[src/rtl/ms_tmr_pkg.sv]
package ms_tmr_pkg;

    typedef enum logic {
        ADDR_RELOAD = 1'b0,
        ADDR_COUNT  = 1'b1
    } tmr_addr_e;

endpackage

[src/rtl/ms_tmr_prescaler.sv]
module ms_tmr_prescaler #(
    parameter int CLK_HZ  = 125_000_000,
    parameter int TICK_HZ = 1000
) (
    input  logic clk,
    input  logic rst,
    input  logic restart_i,
    output logic tick_o
);
    localparam int DIV = CLK_HZ / TICK_HZ;
    localparam int PW  = (DIV > 1) ? $clog2(DIV) : 1;

    typedef struct packed {
        logic [PW-1:0] cnt;
    } pre_t;

    pre_t st_d, st_q;

    always_comb begin
        st_d   = st_q;
        tick_o = (st_q.cnt == PW'(DIV - 1));
        if (restart_i || tick_o) begin
            st_d.cnt = '0;
        end else begin
            st_d.cnt = st_q.cnt + 1'b1;
        end
    end

    always_ff @(posedge clk) begin
        if (rst) begin
            st_q <= '0;
        end else begin
            st_q <= st_d;
        end
    end

endmodule

[src/rtl/ms_tmr_period.sv]
module ms_tmr_period #(
    parameter int RELOAD_W = 9
) (
    input  logic                clk,
    input  logic                rst,
    input  logic                tick_i,
    input  logic                restart_i,
    input  logic [RELOAD_W-1:0] reload_i,
    output logic [RELOAD_W-1:0] count_o,
    output logic                expire_o
);
    typedef struct packed {
        logic [RELOAD_W-1:0] ms;
    } per_t;

    per_t st_d, st_q;

    always_comb begin
        st_d     = st_q;
        expire_o = tick_i && !restart_i && (st_q.ms == reload_i);
        if (restart_i || expire_o) begin
            st_d.ms = '0;
        end else if (tick_i) begin
            st_d.ms = st_q.ms + 1'b1;
        end
        count_o = st_q.ms;
    end

    always_ff @(posedge clk) begin
        if (rst) begin
            st_q <= '0;
        end else begin
            st_q <= st_d;
        end
    end

endmodule

[src/rtl/ms_interval_timer.sv]
module ms_interval_timer
    import ms_tmr_pkg::*;
#(
    parameter int CLK_HZ   = 125_000_000,
    parameter int TICK_HZ  = 1000,
    parameter int RELOAD_W = 9,
    parameter int DATA_W   = 32
) (
    input  logic              clk,
    input  logic              rst,
    input  logic              wr_en,
    input  logic              rd_en,
    input  logic              addr,
    input  logic [DATA_W-1:0] wdata,
    output logic [DATA_W-1:0] rdata,
    output logic              irq
);
    localparam int PAD_W = DATA_W - RELOAD_W;

    typedef struct packed {
        logic [RELOAD_W-1:0] reload;
        logic                irq;
    } top_t;

    top_t st_d, st_q;

    logic                tick;
    logic                expire;
    logic                wr_reload;
    logic                rd_ack;
    logic [RELOAD_W-1:0] count;
    logic                unused_wdata_hi;

    assign unused_wdata_hi = ^wdata[DATA_W-1:RELOAD_W];

    ms_tmr_prescaler #(
        .CLK_HZ  (CLK_HZ),
        .TICK_HZ (TICK_HZ)
    ) u_pre (
        .clk       (clk),
        .rst       (rst),
        .restart_i (wr_reload),
        .tick_o    (tick)
    );

    ms_tmr_period #(
        .RELOAD_W (RELOAD_W)
    ) u_per (
        .clk       (clk),
        .rst       (rst),
        .tick_i    (tick),
        .restart_i (wr_reload),
        .reload_i  (st_q.reload),
        .count_o   (count),
        .expire_o  (expire)
    );

    always_comb begin
        st_d      = st_q;
        wr_reload = wr_en && (tmr_addr_e'(addr) == ADDR_RELOAD);
        rd_ack    = rd_en && (tmr_addr_e'(addr) == ADDR_COUNT);
        if (wr_reload) begin
            st_d.reload = wdata[RELOAD_W-1:0];
            st_d.irq    = 1'b0;
        end else if (expire) begin
            st_d.irq = 1'b1;
        end else if (rd_ack) begin
            st_d.irq = 1'b0;
        end
        if (tmr_addr_e'(addr) == ADDR_COUNT) begin
            rdata = {{PAD_W{1'b0}}, count};
        end else begin
            rdata = {{PAD_W{1'b0}}, st_q.reload};
        end
        irq = st_q.irq;
    end

    always_ff @(posedge clk) begin
        if (rst) begin
            st_q <= '0;
        end else begin
            st_q <= st_d;
        end
    end

endmodule

[config.mk]
export PLATFORM = sky130hd
export DESIGN_NAME = ms_interval_timer
export DESIGN_NICKNAME = d
export VERILOG_FILES = /design/src/rtl/ms_tmr_pkg.sv /design/src/rtl/ms_tmr_prescaler.sv /design/src/rtl/ms_tmr_period.sv /design/src/rtl/ms_interval_timer.sv
export SDC_FILE = /design/constraint.sdc
export NUM_CORES = 1
export LEC_CHECK = 0
export CAP_MARGIN = 20
export CORE_UTILIZATION = 48
export DETAILED_ROUTE_END_ITERATION = 8
export PLACE_DENSITY = 0.86
export RECOVER_POWER = 100
export SLEW_MARGIN = 20
export SYNTH_ARGS = -nofsm -noshare
export SYNTH_HDL_FRONTEND = slang
export SYNTH_SLANG_ARGS = --single-unit
[constraint.sdc]
create_clock -name clk -period 4.62 [get_ports clk]
set_clock_uncertainty 0.15 [all_clocks]
set_input_delay 0.693 -clock clk [delete_from_list [all_inputs] [get_ports clk]]
set_output_delay 0.693 -clock clk [all_outputs]
set_load 0.03 [all_outputs]
==> run_results.csv, run 1 <==
group,metric,value,unit
sta,rsz0062_at_grt,"false",
critical_path,arrival,2.63,ns
critical_path,cp-startpoint,"addr",
synthesis,ys_seq_elements,36,
sta,whs,0.335,ns
critical_path,worstSetupPathType,"input pin to output pin",
clocking,htreeDepth,2,
synthesis,synth_edf_count,0,
synthesis,yosys.area.top_type,"dfxtp_1",
sta,slew_headroom,37.3,%
placed_design,dp_slack,1.33,ns
clocking,cts_buffers,5,
critical_path,cp.required,3.78,ns
synthesis,synth_commonest_cells,"dfxtp_1 (36), nand2_1 (29), buf_4 (23)",
floorplanning,num_rows,22,
sta,setup_viol,0,
critical_path,path_buf_inv,2,
sta,fin_crit_sh,75.3,%
clocking,holdBufCountCts,0,
drt,routed_wl,3560,µm
clocking,cts_tree,"built",
worst_hold_path,holdCritStartpoint,"st_q[9]",
clocking,clkSinkCount,36,
layout,area_growth,15.6,%
global_route,grt_max_degree,15,
drt,drc,0,
floorplanning,fp.dieH,65.3,µm
drt,drtAntennaViolNets,0,
synthesis,synth_area_leaders,"dfxtp_1 (38%), buf_4 (9.0%), nand2_1 (5.7%), xnor2_1 (5.5%), mux2_2 (5.3%)",
global_route,grt-ovfl-total,0,
clocking,root_buffer,"clkbuf_8",
placed_design,portBuffers,23,
drt,avgViaCountPerCell,5.14,
floorplanning,dieArea,0.00426,mm²
critical_path,path_max_fanout,12,
sta,worst_slew_pin_slew,0.930,ns
sta,fmax,288,MHz
critical_path,regToRegStartpoint,"u_pre.st_q[0]",
sta,layout_min_cycle_time,3.48,ns
sta,fin_ws,1.14,ns
layout,fin_nets,288,
drt,drt_iter0_markers,41,
sta,drv_slew,0,
layout,fill_cells,345,
placed_design,hpwl,2610,µm
clocking,cts_buffer_depth,2,
synthesis,synthArstFlopShare,0,%
worst_hold_path,hold_class,"register to register",
synthesis,synth_top_area_share,37.5,%
floorplanning,num_io_pins,70,
clocking,clkLatencyLatePin,0.29,ns
synthesis,netlist_area,0.00192,mm²
layout,drive_above_1_share,8.40,%
critical_path,crit_path_frequent_cell,"dlygate4sd3_1",
drt,vias,1532,
synthesis,synthCells,225,
critical_path,critPathLaunchType,"input pin",
global_route,grtUsageTotal,18.9,%
clocking,cts_resized,0,
critical_path,end_kind,"output pin",
critical_path,cp_slowest_stage_delay,0.84,ns
synthesis,synth-main-ff-cell,"dfxtp_1",
clocking,post_cts_buffers,0,
synthesis,ys_seq_area_share,37.5,%
synthesis,yosys.cell_count.top_type,"dfxtp_1",
critical_path,crit_chain,"dlygate4sd3_1 -> mux2_2 -> dlygate4sd3_1",
clocking,clk_transition_reported_paths,0.07,ns
drt,wl_per_cell,11.9,µm
floorplanning,die_width,65.3,µm
critical_path,cp_slowest_cell,"dlygate4sd3_1",
power_and_ir_drop,power,0.696,mW
power_and_ir_drop,leakage,0.898,nW
synthesis,synth_cell_types,31,
synthesis,syn_avg_cell_area,8.54,µm²
floorplanning,floorplan.initialDensity,51.3,%
layout,num_antenna_cells,0,
placed_design,finalWeightedCongestion,0.821,
outcome,outcome,"finished clean",
job,max_cap_viol_count,0,
power_and_ir_drop,power_density,313,mW/mm²
critical_path,critPathTopFamily,"buffers and inverters",
sta,setup_tns,0,ns
global_route,antenna_found_initial,0,
sta,finalHoldViolCount,0,
synthesis,yosys_warnings,0,
floorplanning,core-area,0.00374,mm²
global_route,grt_first_pass_wirelength,6120,µm
drt,first_pass_iters,4,
power_and_ir_drop,max-vdd-ir-drop,201,µV
global_route,first_global_vias,1378,
[cell usage in the layout, fill, tap and decap left out, drive strengths merged, types with 3 or more instances in the layout]
cell type,netlist,routed
a21oi,13,13
a22o,7,7
and3,10,10
clkbuf,4,9
clkdlybuf4s50,0,12
conb,1,23
dfxtp,36,36
dlygate4sd3,0,11
mux2,9,9
nand2,29,29
nand3,3,3
nand4,8,8
nor2,21,21
nor2b,8,8
o21ai,10,10
or3,3,3
xnor2,12,12
xor2,10,10
[flip-flops by register name, indices dropped and copies added (netlist names)]
| name | flops |
|---|---|
| u_pre.st_q | 17 |
| u_per.count_o | 9 |
| irq | 1 |
| st_q | 9 |
[power breakdown]
| part | internal (mW) | switching [mW] |
|---|---|---|
| registers | 0.316 | 0.00568 |
| clock network | 0.190 | 0.106 |
| logic | 0.0255 | 0.0529 |
[kinds of logic after synthesis]
kind of cell	synth area share [%]
mux	5.28
buf+inv	10.7
compound gates	10.2
flops	37.5
simple gates	24.7
xor+xnor	10.0
fa+ha+maj	1.30
other cells	0.195
[final timing paths]
check                          end  slack (ns)  cells past startpoint
setup / recovery          rdata[8]        1.14                      3
hold / removal             st_q[9]        0.33                      2
setup reg to reg  u_per.count_o[5]        1.70                      6
hold reg to reg            st_q[9]        0.33                      2
[cell type report]
cell class / count / area (µm²) / area share (%)
inverters: 1 / 3.75 / 0.169
flip-flops and latches: 36 / 721 / 32.5
well taps: 48 / 60.1 / 2.71
clock buffers: 7 / 96.3 / 4.34
multi-input cells: 180 / 1070 / 48.3
repair buffers: 25 / 238 / 10.7
clock inverters: 1 / 30.0 / 1.35
[tightest hold or removal path, cell delays in order, from the launching register on]
cell and delay (ns):
dfxtp_1 0.33, nand2_1 0.06, a21oi_1 0.05
[routing by layer]
| metal | up-vias | global-route usage [%] | share of wire, % |
|---|---|---|---|
| met4 | 0 | 9.51 | 1.1 |
| met2 | 45 | 29.9 | 48 |
| li1 | 772 | - | - |
| met5 | - | 0 | 0 |
| met3 | 4 | 6.60 | 5.2 |
| met1 | 711 | 22.6 | 46 |
[through the flow]
| step | cells | util (%) | area, µm² |
|---|---|---|---|
| floorplan | 247 | - | 2000 |
| detailed placement | 290 | 56.3 | 2110 |
| global placement | 290 | 56.3 | 2110 |
| global route | 298 | 59.3 | 2220 |
| CTS | 298 | 59.6 | 2230 |
| finish | 298 | 59.3 | 2220 |
Power figures use the tool's default switching activity.
==> inputs of run 2 (changes only) <==
--- a/config.mk
+++ b/config.mk
@@ -6,9 +6,9 @@
 export NUM_CORES = 1
 export LEC_CHECK = 0
 export CAP_MARGIN = 20
-export CORE_UTILIZATION = 48
+export CORE_UTILIZATION = 40
 export DETAILED_ROUTE_END_ITERATION = 8
-export PLACE_DENSITY = 0.86
+export PLACE_DENSITY = 0.77
 export RECOVER_POWER = 100
 export SLEW_MARGIN = 20
 export SYNTH_ARGS = -nofsm -noshare
==> constraint.sdc (replaced) <==
create_clock -name clk -period 3.1 [get_ports clk]
set_clock_uncertainty 0.15 [all_clocks]
set_input_delay 0.465 -clock clk [delete_from_list [all_inputs] [get_ports clk]]
set_output_delay 0.465 -clock clk [all_outputs]
set_load 0.03 [all_outputs]
==> run_results.csv, run 2 (same netlist as run 1, synthesis figures left out) <==
group,metric,value,unit
layout,final_cell_mix,"dfxtp_1 (36), nand2_1 (29), conb_1 (23), clkdlybuf4s50_1 (21), nor2_1 (20)",
drt,routed_wl,3450,µm
sta,whs,0.331,ns
placed_design,portBuffers,23,
critical_path,path_max_fanout,12,
critical_path,cp.required,2.48,ns
clocking,cts_buffer_depth,2,
power_and_ir_drop,max-vdd-ir-drop,247,µV
outcome,violations,"DRC",
sta,rsz0062_at_grt,"false",
global_route,grt-ovfl-total,0,
power_and_ir_drop,power_density,453,mW/mm²
worst_hold_path,hold_class,"register to register",
drt,first_pass_iters,6,
floorplanning,fp.dieH,71.3,µm
global_route,grtUsageTotal,15.2,%
drt,wl_per_cell,11.4,µm
clocking,cts_resized,0,
floorplanning,floorplan.initialDensity,42.9,%
clocking,holdBufCountCts,0,
placed_design,hpwl,2600,µm
power_and_ir_drop,leakage,0.869,nW
power_and_ir_drop,switching_power,0.256,mW
sta,fin_crit_sh,93.9,%
critical_path,crit_chain,"dlygate4sd3_1 -> mux2_2 -> clkdlybuf4s50_1",
power_and_ir_drop,p_clk_share,40.6,%
global_route,grt_max_degree,17,
sta,drv_slew,0,
critical_path,worstSetupPathType,"input pin to output pin",
sta,fmax,343,MHz
drt,avgViaCountPerCell,4.90,
critical_path,path_buf_inv,2,
sta,worst_slew_pin_slew,0.818,ns
drt,vias,1489,
clocking,htreeDepth,2,
global_route,grt_first_pass_wirelength,6040,µm
layout,multiInputGateArea,0.00107,mm²
sta,finalHoldViolCount,0,
layout,num_antenna_cells,0,
sta,slew_headroom,45.0,%
critical_path,critPathLaunchType,"input pin",
layout,area_growth,15.6,%
layout,fin_nets,290,
job,max_cap_viol_count,0,
clocking,cts_buffers,5,
sta,setup_tns,0,ns
power_and_ir_drop,swShare,25.5,%
clocking,cts_tree,"built",
clocking,clk_transition_reported_paths,0.06,ns
layout,register_area,721,µm²
critical_path,cp_slowest_cell,"dlygate4sd3_1",
floorplanning,num_rows,24,
placed_design,dp.cells,296,
power_and_ir_drop,seq_power_share,47.5,%
global_route,antenna_found_initial,0,
critical_path,critPathTopFamily,"buffers and inverters",
layout,fin_cells,304,
drt,drtAntennaViolNets,0,
critical_path,end_kind,"output pin",
critical_path,arrival,2.30,ns
sta,layout_min_cycle_time,2.91,ns
layout,top_register,"u_pre.st_q",
critical_path,cp_slowest_stage_delay,0.83,ns
floorplanning,dieArea,0.00508,mm²
layout,mostFrequentLayoutCell,"dfxtp_1",
clocking,clkSinkCount,36,
floorplanning,core-area,0.00447,mm²
floorplanning,die_width,71.3,µm
placed_design,finalWeightedCongestion,0.780,
layout,fill_cells,427,
power_and_ir_drop,p_comb_share,11.9,%
floorplanning,num_io_pins,70,
drt,drc,2,
layout,drive_above_1_share,8.73,%
layout,largest_register_ffs,17,
sta,setup_viol,0,
layout,post-route-util,49.6,%
clocking,root_buffer,"clkbuf_8",
clocking,clkLatencyLatePin,0.30,ns
power_and_ir_drop,p_int,0.749,mW
outcome,outcome,"finished with violations",
clocking,post_cts_buffers,0,
global_route,first_global_vias,1344,
drt,drt_iter0_markers,58,
-- run 2: per-stage QoR --
| stage | cell area [µm²] | worst slack, ns | total power, mW |
|---|---|---|---|
| 3_3_place_gp | 2130 | 0.277 | 0.609 |
| 4_1_cts | 2230 | 0.246 | 1.01 |
| 3_5_place_dp | 2130 | 0.259 | 0.611 |
| 2_1_floorplan | 2000 | 1.23 | 0.597 |
| 5_1_grt | 2220 | 0.135 | 1.04 |
| 6_report | 2220 | 0.188 | 1.01 |
-- run 2: power by group through the flow --
stage	Combinational, mW	Sequential, mW	Clock [mW]
final	0.119	0.478	0.408
after global routing	0.130	0.479	0.433
after CTS	0.122	0.478	0.414
after detailed placement	0.122	0.489	0
after global placement	0.121	0.488	0
after floorplan	0.111	0.487	0
-- run 2: area by class of cell --
cell class	count	area share [%]
Clock buffer	6	3.27
Clock inverter	2	1.58
Inverter	1	0.169
Multi-Input combinational cell	180	48.2
Sequential cell	36	32.5
Tap cell	52	2.93
Timing Repair Buffer	27	11.4
-- run 2: final timing paths --
| check | depth (start not counted) | slack (ns) | end | from |
|---|---|---|---|---|
| worst min register to register | 2 | 0.33 | st_q[5] | st_q[5] |
| worst min-delay path | 2 | 0.33 | st_q[5] | st_q[5] |
| worst max register to register | 5 | 0.61 | u_pre.st_q[13] | u_pre.st_q[0] |
| worst max-delay path | 3 | 0.19 | rdata[0] | addr |
-- run 2: worst min-delay path, cell delays in order (launching register included) --
cell,delay (ns)
dfxtp_1,0.33
nand2_1,0.06
a21oi_1,0.05
-- run 2: routing by layer --
metal | global-route usage [%] | share of wire (%) | vias to the layer above | wire (µm)
met5 | 0 | 0 | - | 0
met4 | 6.00 | 1.7 | 0 | 57
met3 | 4.50 | 4.8 | 7 | 167
met2 | 24.0 | 46 | 41 | 1580
met1 | 19.5 | 48 | 669 | 1650
li1 | - | - | 772 | -
